`config.mk`:
```
export PLATFORM = sky130hd
export DESIGN_NAME = rd_term_timer
export DESIGN_NICKNAME = d
export VERILOG_FILES = /design/src/rtl/rdt_pkg.sv /design/src/rtl/rdt_cfg_decode.sv /design/src/rtl/rdt_ref_counter.sv /design/src/rtl/rdt_term_window.sv /design/src/rtl/rdt_mark_pulse.sv /design/src/rtl/rd_term_timer.sv
export SDC_FILE = /design/constraint.sdc
export NUM_CORES = 1
export LEC_CHECK = 0
export BUFFER_PORTS_ARGS = -buffer_cell sky130_fd_sc_hd__buf_2
export CORE_UTILIZATION = 48
export CTS_BUF_LIST = sky130_fd_sc_hd__clkbuf_4 sky130_fd_sc_hd__clkbuf_8 sky130_fd_sc_hd__clkbuf_16
export DETAILED_ROUTE_END_ITERATION = 10
export PLACE_DENSITY_LB_ADDON = 0.2
export SETUP_SLACK_MARGIN = 0.05
export SYNTH_ARGS = -nofsm -noshare
export SYNTH_HDL_FRONTEND = slang
export SYNTH_HIERARCHICAL = 1
export SYNTH_SLANG_ARGS = --single-unit
```
`constraint.sdc`:
```
create_clock -name clk -period 4.22 [get_ports clk]
set_clock_uncertainty 0.2 [all_clocks]
set_input_delay 0.211 -clock clk [delete_from_list [all_inputs] [get_ports clk]]
set_output_delay 0.211 -clock clk [all_outputs]
set_load 0.02 [all_outputs]
```
`src/rtl/rdt_pkg.sv`:
```
package rdt_pkg;
   localparam int DLY_W   = 4;
   localparam int CFG_W   = 32;
   localparam int ON_LSB  = 28;
   localparam int OFF_LSB = 24;
   localparam int POL_BIT = 23;
   localparam int DYN_BIT = 22;
   localparam int SEL_BIT = 15;
   localparam int SD1_BIT = 8;
   localparam int SD0_BIT = 0;

   typedef struct packed {
      logic [DLY_W-1:0] on_dly;
      logic [DLY_W-1:0] off_dly;
      logic             act_high;
      logic             dynamic;
      logic             static_off;
      logic             open_late;
      logic             close_late;
   } rdt_cfg_t;
endpackage

```
`src/rtl/rdt_cfg_decode.sv`:
```
module rdt_cfg_decode
   import rdt_pkg::*;
(
   input  logic [CFG_W-1:0] word_i,
   output rdt_cfg_t         cfg_o
);
   // Test and don't-care bits are gathered here only to mark them as deliberately unused.
   logic unused_bits;
   assign unused_bits = ^{word_i[21:16], word_i[14:12], word_i[11:9], word_i[7:1]};

   always_comb begin
      cfg_o.on_dly     = word_i[ON_LSB  +: DLY_W];
      cfg_o.off_dly    = word_i[OFF_LSB +: DLY_W];
      cfg_o.act_high   = word_i[POL_BIT];
      cfg_o.dynamic    = word_i[DYN_BIT];
      cfg_o.static_off = word_i[SEL_BIT];
      cfg_o.open_late  = word_i[SD0_BIT];
      cfg_o.close_late = word_i[SD1_BIT];
   end
endmodule

```
`src/rtl/rdt_ref_counter.sv`:
```
module rdt_ref_counter #(
   parameter int CNT_W = 4
) (
   input  logic             clk,
   input  logic             rst_n,
   input  logic             start_i,
   output logic [CNT_W-1:0] cnt_nxt_o
);
   localparam logic [CNT_W-1:0] MAXV = '1;

   logic [CNT_W-1:0] cnt_q;

   always_comb begin
      if (start_i)            cnt_nxt_o = '0;
      else if (cnt_q == MAXV) cnt_nxt_o = cnt_q;
      else                    cnt_nxt_o = cnt_q + 1'b1;
   end

   always_ff @(posedge clk or negedge rst_n) begin
      if (!rst_n) cnt_q <= MAXV;
      else        cnt_q <= cnt_nxt_o;
   end
endmodule

```
`src/rtl/rdt_term_window.sv`:
```
module rdt_term_window
   import rdt_pkg::*;
#(
   parameter int CNT_W = 4
) (
   input  logic             clk,
   input  logic             rst_n,
   input  logic             start_i,
   input  logic [CNT_W-1:0] cnt_nxt_i,
   input  rdt_cfg_t         cfg_i,
   output logic             term_o
);
   logic [CNT_W-1:0] on_w, off_w;
   logic             win_ok, ext_q, ext_nxt, in_win, term_d, term_q;

   assign on_w    = CNT_W'(cfg_i.on_dly);
   assign off_w   = CNT_W'(cfg_i.off_dly);
   assign win_ok  = off_w > on_w;
   assign ext_nxt = start_i ? term_q : ext_q;
   assign in_win  = win_ok && (cnt_nxt_i < off_w) && ((cnt_nxt_i >= on_w) || ext_nxt);
   assign term_d  = cfg_i.dynamic ? in_win : ~cfg_i.static_off;

   always_ff @(posedge clk or negedge rst_n) begin
      if (!rst_n) begin
         ext_q  <= 1'b0;
         term_q <= 1'b0;
      end else begin
         ext_q  <= ext_nxt;
         term_q <= term_d;
      end
   end

   assign term_o = term_q;

   p_first_beat_r2: assert property (@(posedge clk) disable iff (!rst_n)
      (cfg_i.dynamic && start_i && cfg_i.on_dly == '0 && cfg_i.off_dly != '0) |=> term_q);
   p_empty_window_r3: assert property (@(posedge clk) disable iff (!rst_n)
      (cfg_i.dynamic && (cfg_i.off_dly <= cfg_i.on_dly)) |=> !term_q);
   p_bridge_r4: assert property (@(posedge clk) disable iff (!rst_n)
      (cfg_i.dynamic && (cfg_i.off_dly > cfg_i.on_dly) && start_i && term_q) |=> term_q);
   p_static_on_r6: assert property (@(posedge clk) disable iff (!rst_n)
      (!cfg_i.dynamic && !cfg_i.static_off) |=> term_q);
   p_static_off_r6: assert property (@(posedge clk) disable iff (!rst_n)
      (!cfg_i.dynamic && cfg_i.static_off) |=> !term_q);
endmodule

```
`src/rtl/rdt_mark_pulse.sv`:
```
module rdt_mark_pulse #(
   parameter int CNT_W = 4,
   parameter int BASE  = 3
) (
   input  logic             clk,
   input  logic             rst_n,
   input  logic [CNT_W-1:0] cnt_nxt_i,
   input  logic             late_i,
   output logic             pulse_o
);
   localparam logic [CNT_W-1:0] MAXV = '1;
   localparam logic [CNT_W-1:0] T0   = CNT_W'(BASE);
   localparam logic [CNT_W-1:0] T1   = CNT_W'(BASE + 1);

   logic [CNT_W-1:0] target;
   logic             pulse_q;

   assign target = late_i ? T1 : T0;

   always_ff @(posedge clk or negedge rst_n) begin
      if (!rst_n) pulse_q <= 1'b0;
      else        pulse_q <= (cnt_nxt_i == target);
   end

   assign pulse_o = pulse_q;

   // once the count has run out, the mark stays quiet.
   p_sat_quiet_r7: assert property (@(posedge clk) disable iff (!rst_n)
      (cnt_nxt_i == MAXV) |=> !pulse_q);
endmodule

```
`src/rtl/rd_term_timer.sv`:
```
module rd_term_timer
   import rdt_pkg::*;
#(
   parameter int CNT_W      = 4,
   parameter int OPEN_BASE  = 3,
   parameter int CLOSE_BASE = 9
) (
   input  logic             clk,
   input  logic             rst_n,
   input  logic             rd_cmd_i,
   input  logic [CFG_W-1:0] cfg_i,
   output logic             odt_o,
   output logic             dqs_open_o,
   output logic             dqs_close_o
);
   localparam int NMARK = 2;
   localparam int LAST  = (1 << CNT_W) - 1;
   localparam int BASES [NMARK] = '{OPEN_BASE, CLOSE_BASE};

   if (CNT_W < DLY_W)               $error("CNT_W must cover the delay fields");
   if (OPEN_BASE < 1)               $error("OPEN_BASE must be at least 1");
   if (OPEN_BASE + 1 >= LAST)       $error("OPEN_BASE does not fit the counter");
   if (CLOSE_BASE + 1 >= LAST)      $error("CLOSE_BASE does not fit the counter");

   rdt_cfg_t         cfg;
   logic [CNT_W-1:0] cnt_nxt;
   logic             term_en;
   logic [NMARK-1:0] late, marks;

   rdt_cfg_decode u_dec (.word_i(cfg_i), .cfg_o(cfg));

   rdt_ref_counter #(.CNT_W(CNT_W)) u_cnt (
      .clk(clk), .rst_n(rst_n), .start_i(rd_cmd_i), .cnt_nxt_o(cnt_nxt));

   rdt_term_window #(.CNT_W(CNT_W)) u_win (
      .clk(clk), .rst_n(rst_n), .start_i(rd_cmd_i), .cnt_nxt_i(cnt_nxt),
      .cfg_i(cfg), .term_o(term_en));

   assign late = {cfg.close_late, cfg.open_late};

   for (genvar g = 0; g < NMARK; g++) begin : g_mark
      rdt_mark_pulse #(.CNT_W(CNT_W), .BASE(BASES[g])) u_mark (
         .clk(clk), .rst_n(rst_n), .cnt_nxt_i(cnt_nxt),
         .late_i(late[g]), .pulse_o(marks[g]));
   end

   assign odt_o       = term_en ? cfg.act_high : ~cfg.act_high;
   assign dqs_open_o  = marks[0];
   assign dqs_close_o = marks[1];
endmodule

```
==> results of run 1 <==
==> per-layer routing <==
metal / share of wire (%) / vias up
met5: 0 / -
li1: - / 299
met4: 0 / 0
met3: 2.8 / 0
met1: 45 / 261
met2: 53 / 13
==> metrics by stage <==
stage | total power, mW | area (um^2) | utilization (%) | std cells | worst slack (ns)
floorplan | 0.134 | 773 | - | 80 | 1.90
global route | 0.217 | 838 | 55.6 | 107 | 0.897
CTS | 0.204 | 838 | 55.6 | 107 | 1.08
detailed placement | 0.144 | 786 | 52.2 | 101 | 1.64
finish | 0.200 | 838 | 55.6 | 107 | 1.09
global placement | 0.143 | 786 | 52.2 | 101 | 1.63
==> cells in the final DEF (no fill, tap or decap), drive strengths merged <==
master	netlist	routed
o2bb2ai	1	1
clkbuf	0	3
mux2i	1	1
nand3b	1	1
buf	13	18
a31o	1	1
inv	8	8
dfrtp	4	4
nand2	1	1
nand4bb	2	2
nor3	1	1
nand4b	1	1
o21ai	2	2
dfstp	4	4
nor2b	2	2
a21oi	5	5
and3	1	1
a211oi	3	3
xnor2	1	1
nand4	2	2
mux2	1	1
and3b	1	1
a31oi	1	1
o211ai	2	2
ha	12	12
nand3	1	1
nor2	3	3
nand2b	4	4
or3b	1	1
dlygate4sd3	0	3
==> cell families (layout without fill, tap and decap cells) <==
logic type               count (synthesis)  in the layout
flip-flops                               8              8
buffers and inverters                   21             32
AO/OA/AOI/OAI                           15             15
multiplexers                             2              2
adder cells (fa/ha/maj)                 12             12
XOR/XNOR                                 1              1
AND/OR/NAND/NOR                         21             21
==> flip-flops by register name, summed over array words and instances, names as in the netlist <==
register / cells
u_win/term_o: 1
u_cnt/cnt_q: 4
g_mark.u_mark/pulse_o: 2
u_win/ext_q: 1
==> layout make-up <==
| class | instances | area (um^2) |
|---|---|---|
| tap | 16 | 20.0 |
| sequential | 8 | 205 |
| timing repair buffer | 21 | 120 |
| multi-input combinational | 51 | 440 |
| inverter | 8 | 30.0 |
| fill | 147 | 668 |
| clock buffer | 3 | 22.5 |
==> power by group <==
group,internal (mW),switching [mW],total [mW]
combinational,0.0288,0.0284,0.0573
sequential,0.0840,0.00404,0.0880
clock,0.0323,0.0228,0.0551
==> worst max-delay path by stage <==
| stage | end | slack, ns | depth (start not counted) |
|---|---|---|---|
| 2_1_floorplan | u_win/term_o | 1.90 | 9 |
| 3_5_place_dp | u_win/term_o | 1.64 | 9 |
| 5_1_grt | u_win/term_o | 0.90 | 10 |
| 4_1_cts | u_win/term_o | 1.08 | 10 |
| 3_3_place_gp | u_win/term_o | 1.63 | 9 |
| 6_report | u_win/term_o | 1.09 | 10 |
==> repair_timing <==
action	CTS	global route
hold endpoints to repair	9	0
resized for setup	0	0
hold buffers	3	0
==> flow_summary.yaml, run 1 <==
status:
  outcome: "finished clean"
synthesis:
  synth_fp_nets: 127
  synth_edf_count: 0
  yosys.cell_types.count: 30
  synth_top_family_by_area: "adder cells"
  synth_area_leaders: "sky130_fd_sc_hd__ha_1, sky130_fd_sc_hd__dfstp_2, sky130_fd_sc_hd__dfrtp_1"
  synth-adder-area-share_pct: 19.4
  synthSimpleGateAreaFrac_pct: 18.8
  yosys.area.top_type: "sky130_fd_sc_hd__ha_1"
  postSynthRegisterBits: 8
  synth_compound_area_share_pct: 14.4
  most_used_flip_flop_cell_after_synthesis: "sky130_fd_sc_hd__dfstp_2"
  syn_area_per_cell_um2: 9.67
  yosys-mux-area-fraction_pct: 3.24
  yosys_warnings: 6
  post-synth-top-count-cell: "sky130_fd_sc_hd__buf_4"
  yosys-top-cells-count: "sky130_fd_sc_hd__buf_4, sky130_fd_sc_hd__ha_1, sky130_fd_sc_hd__inv_1"
  sequential_fraction_of_the_synthesis_area_pct: 26.5
  post-synth-top-area-fraction_pct: 19.4
  synth_xor_xnor_area_share_pct: 1.13
  syn_inst: 80
  synth.cell_area_um2: 773
  asyncSetResetFlopFracSynth_pct: 100
min_path:
  whs_path_depth: 2
  endpoint_with_the_worst_hold_slack: "u_cnt/cnt_q[3]"
  hold_path.class: "input port to register"
  hp-start: "rd_cmd_i"
power:
  peakVddDrop_mv: 0.0759
  p_leak_nw: 0.424
  p_per_area_mw_per_mm2: 239
die:
  die_width_um: 42.1
  rows: 14
  die_height_um: 42.1
  floorplan.initialDensity_pct: 51.3
  floorplan.io_pins: 38
  die_area_mm2: 0.00178
  coreArea_mm2: 0.00151
route:
  wl_per_cell_um: 11.0
  route.detailed.vias_per_inst: 5.36
  drcViolationCount: 0
  drt_pre_antenna_iters: 4
  routed-via-count: 573
  antenna_violating_nets_remaining: 0
  detail_route.iter0.violations: 11
  postRouteWirelength_um: 1180
final_layout:
  nNetsFinal: 140
  antennaDiodeCount: 0
  area_growth_pct: 8.41
  drive_above_1_share_pct: 34.1
sta:
  final.period_utilization_pct: 74.1
  fin_tns_setup_ns: 0
  whs_ns: 0.0189
  slew-limit-headroom_pct: 65.8
  rsz0062_at_grt: "no"
  timing_hold_violations_final: 0
  setup-violations-final: 0
  fmaxAchievable_mhz: 320
  finalWorstPathRequiredPeriod_ns: 3.13
  timing_worst_slew_pin_value_ns: 0.499
  timing.final.max_slew_violations: 0
setup_path:
  path_buf_inv: 2
  criticalPathCategory: "register to register"
  timing.reg2reg.setup_slack_ns: 1.09
  setup.worst_path.start_class: "register"
  cp_top_family: "compound AO/OA/AOI/OAI gates"
  cells_along_the_critical_path: "ha_1, nand4_1, a21oi_1, inv_1, ha_1, nand2b_1, a211oi_2, o21ai_1, o2bb2ai_1, dlygate4sd3_1"
  critical_path.reg2reg.endpoint: "u_win/term_o"
  startpoint: "u_cnt/cnt_q[0]"
  critical_path.max_stage_delay_ns: 0.56
  critical_path.slowest_cell: "sky130_fd_sc_hd__dfstp_2"
  critPathMaxFanout: 7
  crit_arrival_ns: 3.06
  cpMostUsedCell: "sky130_fd_sc_hd__ha_1"
  critPathCaptureType: "register"
  worst_ep_required_time_ns: 4.15
  r2r.worst_path.cells: 10
  worstReg2RegStart: "u_cnt/cnt_q[0]"
placed_design:
  gp_congestion: 0.830
  numPortBuffers: 18
  dpl.hpwl_um: 970
cts:
  cts_buffers: 3
  cts_htree_levels: 1
  post_cts_buffers: 0
  tritoncts: "done"
  cts.sinks: 8
  clk_transition_reported_paths_ns: 0.05
  cts_root_buf: "sky130_fd_sc_hd__clkbuf_4"
  ctsLongestPathBuffers: 2
  worst_skew_pair.late_latency_ns: 0.25
flow_run:
  drv.max_cap_violation_count: 0
global_route:
  grt_usage_pct: 15.6
  grt_use_met2_pct: 27.2
  grt_start_max_net_pins: 9
  busiest_layer: "met2"
  grt_antenna_before_repair: 0
  number_of_global_route_vias_before_repair: 544
  global_route.usage.met1_pct: 18.6
  globalRoute.totalOverflow: 0
  gr-usage-met3_pct: 1.29
  grt_first_pass_wirelength_um: 2130
(Power assumes the default switching activity.)
==> inputs of run 2 (changes only) <==
--- a/config.mk
+++ b/config.mk
@@ -6,7 +6,7 @@
 export NUM_CORES = 1
 export LEC_CHECK = 0
 export BUFFER_PORTS_ARGS = -buffer_cell sky130_fd_sc_hd__buf_2
-export CORE_UTILIZATION = 48
+export CORE_UTILIZATION = 40
 export CTS_BUF_LIST = sky130_fd_sc_hd__clkbuf_4 sky130_fd_sc_hd__clkbuf_8 sky130_fd_sc_hd__clkbuf_16
 export DETAILED_ROUTE_END_ITERATION = 10
 export PLACE_DENSITY_LB_ADDON = 0.2
==> constraint.sdc (replaced) <==
create_clock -name clk -period 2.6 [get_ports clk]
set_clock_uncertainty 0.2 [all_clocks]
set_input_delay 0.13 -clock clk [delete_from_list [all_inputs] [get_ports clk]]
set_output_delay 0.13 -clock clk [all_outputs]
set_load 0.02 [all_outputs]
==> run 2 against run 1 <==
  * Die area increased by 19%
  * Sequential cell count unchanged
  * Highest routed layer is now met4
  * Critical path depth decreased by 1
  * Largest cell class unchanged
  * Non-clock buffer count increased by 6
  * Utilization decreased by 4.4 points
==> flow_summary.yaml, run 2 (synthesis results as in run 1) <==
cts:
  cts.sinks: 8
  cts_root_buf: "sky130_fd_sc_hd__clkbuf_4"
  cts_buffers: 3
  clk_transition_reported_paths_ns: 0.05
  cts_htree_levels: 1
  tritoncts: "done"
  worst_skew_pair.late_latency_ns: 0.25
  ctsLongestPathBuffers: 2
global_route:
  global_route.usage.met1_pct: 20.0
  gr-usage-met3_pct: 0
  globalRoute.totalOverflow: 0
  number_of_global_route_vias_before_repair: 550
  grt_start_max_net_pins: 9
  grt_first_pass_wirelength_um: 2280
  grt_use_met2_pct: 25.1
  grt_usage_pct: 15.5
  grt_antenna_before_repair: 0
  busiest_layer: "met2"
setup_path:
  critPathMaxFanout: 6
  critPathCaptureType: "register"
  setup.worst_path.start_class: "register"
  crit_arrival_ns: 2.32
  criticalPathCategory: "register to register"
  worst_ep_required_time_ns: 2.54
status:
  outcome: "finished clean"
route:
  antenna_violating_nets_remaining: 0
  drcViolationCount: 0
  detail_route.iter0.violations: 8
  drt_pre_antenna_iters: 2
  postRouteWirelength_um: 1300
  wl_per_cell_um: 10.6
  routed-via-count: 588
  route.detailed.vias_per_inst: 4.82
sta:
  setup-violations-final: 0
  fin_tns_setup_ns: 0
  slew-limit-headroom_pct: 80.3
  rsz0062_at_grt: "no"
  timing_worst_slew_pin_value_ns: 0.293
  final.period_utilization_pct: 91.6
  timing.final.max_slew_violations: 0
  finalWorstPathRequiredPeriod_ns: 2.38
  timing_hold_violations_final: 0
  fmaxAchievable_mhz: 420
  post-route-worst-setup-slack_ns: 0.219
final_layout:
  multi_input_area_um2: 444
  layout.cells.most_common_list: "sky130_fd_sc_hd__buf_2, sky130_fd_sc_hd__ha_1, sky130_fd_sc_hd__inv_1"
  layout.area.seq_um2: 205
  area_growth_pct: 16.8
  drive_above_1_share_pct: 37.1
  nNetsFinal: 146
  fin_util_pct: 51.2
  antennaDiodeCount: 0
  layout.cells.most_common: "sky130_fd_sc_hd__buf_2"
  fill_cells: 176
  flip_flop_count_of_the_largest_register_all_copies_and_words_added: 4
  max_flop_register: "u_cnt/cnt_q"
power:
  power.share.clock_pct: 27.1
  p_per_area_mw_per_mm2: 371
  power_frac_seq_pct: 42.6
  sw_frac_of_total_pct: 28.0
  p_leak_nw: 0.446
  power_uw: 335
  power.net_switching_uw: 93.8
  combinationalPowerShare_pct: 30.3
  peakVddDrop_mv: 0.119
  internal_pwr_total_uw: 242
die:
  die_height_um: 46.0
  die_width_um: 46.0
  floorplan.initialDensity_pct: 43.8
  floorplan.io_pins: 38
  die_area_mm2: 0.00211
  rows: 15
  coreArea_mm2: 0.00176
flow_run:
  drv.max_cap_violation_count: 0
placed_design:
  gp_congestion: 0.736
  numPortBuffers: 18
  placement.setup.worst_slack_ns: 0.230
  dpl.hpwl_um: 1070
min_path:
  hold_path.class: "input port to asynchronous set/reset pin"
-- run 2: changes by cell type in the layout (fill, tap and decap cells not counted) --
| cell | previous run | this run |
|---|---|---|
| sky130_fd_sc_hd__dlygate4sd3_1 | 3 | 5 |
| sky130_fd_sc_hd__mux2i_2 | 0 | 1 |
| sky130_fd_sc_hd__mux2i_1 | 1 | 0 |
| sky130_fd_sc_hd__buf_4 | 0 | 4 |
-- run 2: power groups by stage --
stage	Sequential, mW	Clock [mW]	Combinational [mW]
finish	0.143	0.0908	0.102
global route	0.144	0.103	0.117
CTS	0.143	0.0949	0.102
detailed placement	0.145	0	0.0952
global placement	0.144	0	0.0942
floorplan	0.144	0	0.0740
-- run 2: final timing paths --
| check | from | endpoint | slack [ns] | cells after the start |
|---|---|---|---|---|
| setup reg to reg | u_cnt/cnt_q[0] | u_win/term_o | 0.22 | 9 |
| min in group clk | rd_cmd_i | u_cnt/cnt_q[3] | 0.05 | 3 |
| hold / removal | rst_n | u_win/ext_q | 0.04 | 2 |
| max in group asynchronous | rst_n | u_cnt/cnt_q[2] | 1.92 | 2 |
| hold reg to reg | u_win/ext_q | u_win/ext_q | 0.31 | 1 |
| setup / recovery | u_cnt/cnt_q[0] | u_win/term_o | 0.22 | 9 |
-- run 2: layout make-up --
cell class | count | area share (%)
Multi-Input combinational cell | 51 | 49.2
Clock buffer | 3 | 2.49
Tap cell | 25 | 3.46
Inverter | 8 | 3.32
Timing Repair Buffer | 27 | 18.8
Sequential cell | 8 | 22.7
-- run 2: worst max-delay path: stages (launching register included) --
cell and delay, ns:
sky130_fd_sc_hd__dfstp_2 0.56, sky130_fd_sc_hd__ha_1 0.26, sky130_fd_sc_hd__nand4_1 0.10, sky130_fd_sc_hd__a21oi_1 0.20
sky130_fd_sc_hd__inv_1 0.08, sky130_fd_sc_hd__ha_1 0.27, sky130_fd_sc_hd__nand2b_1 0.16, sky130_fd_sc_hd__a211oi_2 0.22
sky130_fd_sc_hd__o21ai_1 0.10, sky130_fd_sc_hd__o2bb2ai_1 0.13
-- run 2: per-stage QoR --
step / hold slack [ns] / area [um^2] / cells
after floorplan: -0.366 / 773 / 80
after global placement: -0.228 / 827 / 114
after detailed placement: -0.226 / 827 / 114
after CTS: 0.0360 / 900 / 122
after global routing: 0.0583 / 903 / 122
final: 0.0445 / 903 / 122
-- run 2: timing repair --
item,in CTS,in global routing
endpoints found under the hold margin,11,0
hold buffers,5,0
endpoints found under the setup margin,0,1
gates resized for setup,0,1
setup buffers,0,0
-- run 2: layer usage --
metal / vias up / share of wire, %
met5: - / 0
met4: 0 / 1.1
met3: 2 / 1.2
met2: 9 / 51
met1: 269 / 47
li1: 308 / -
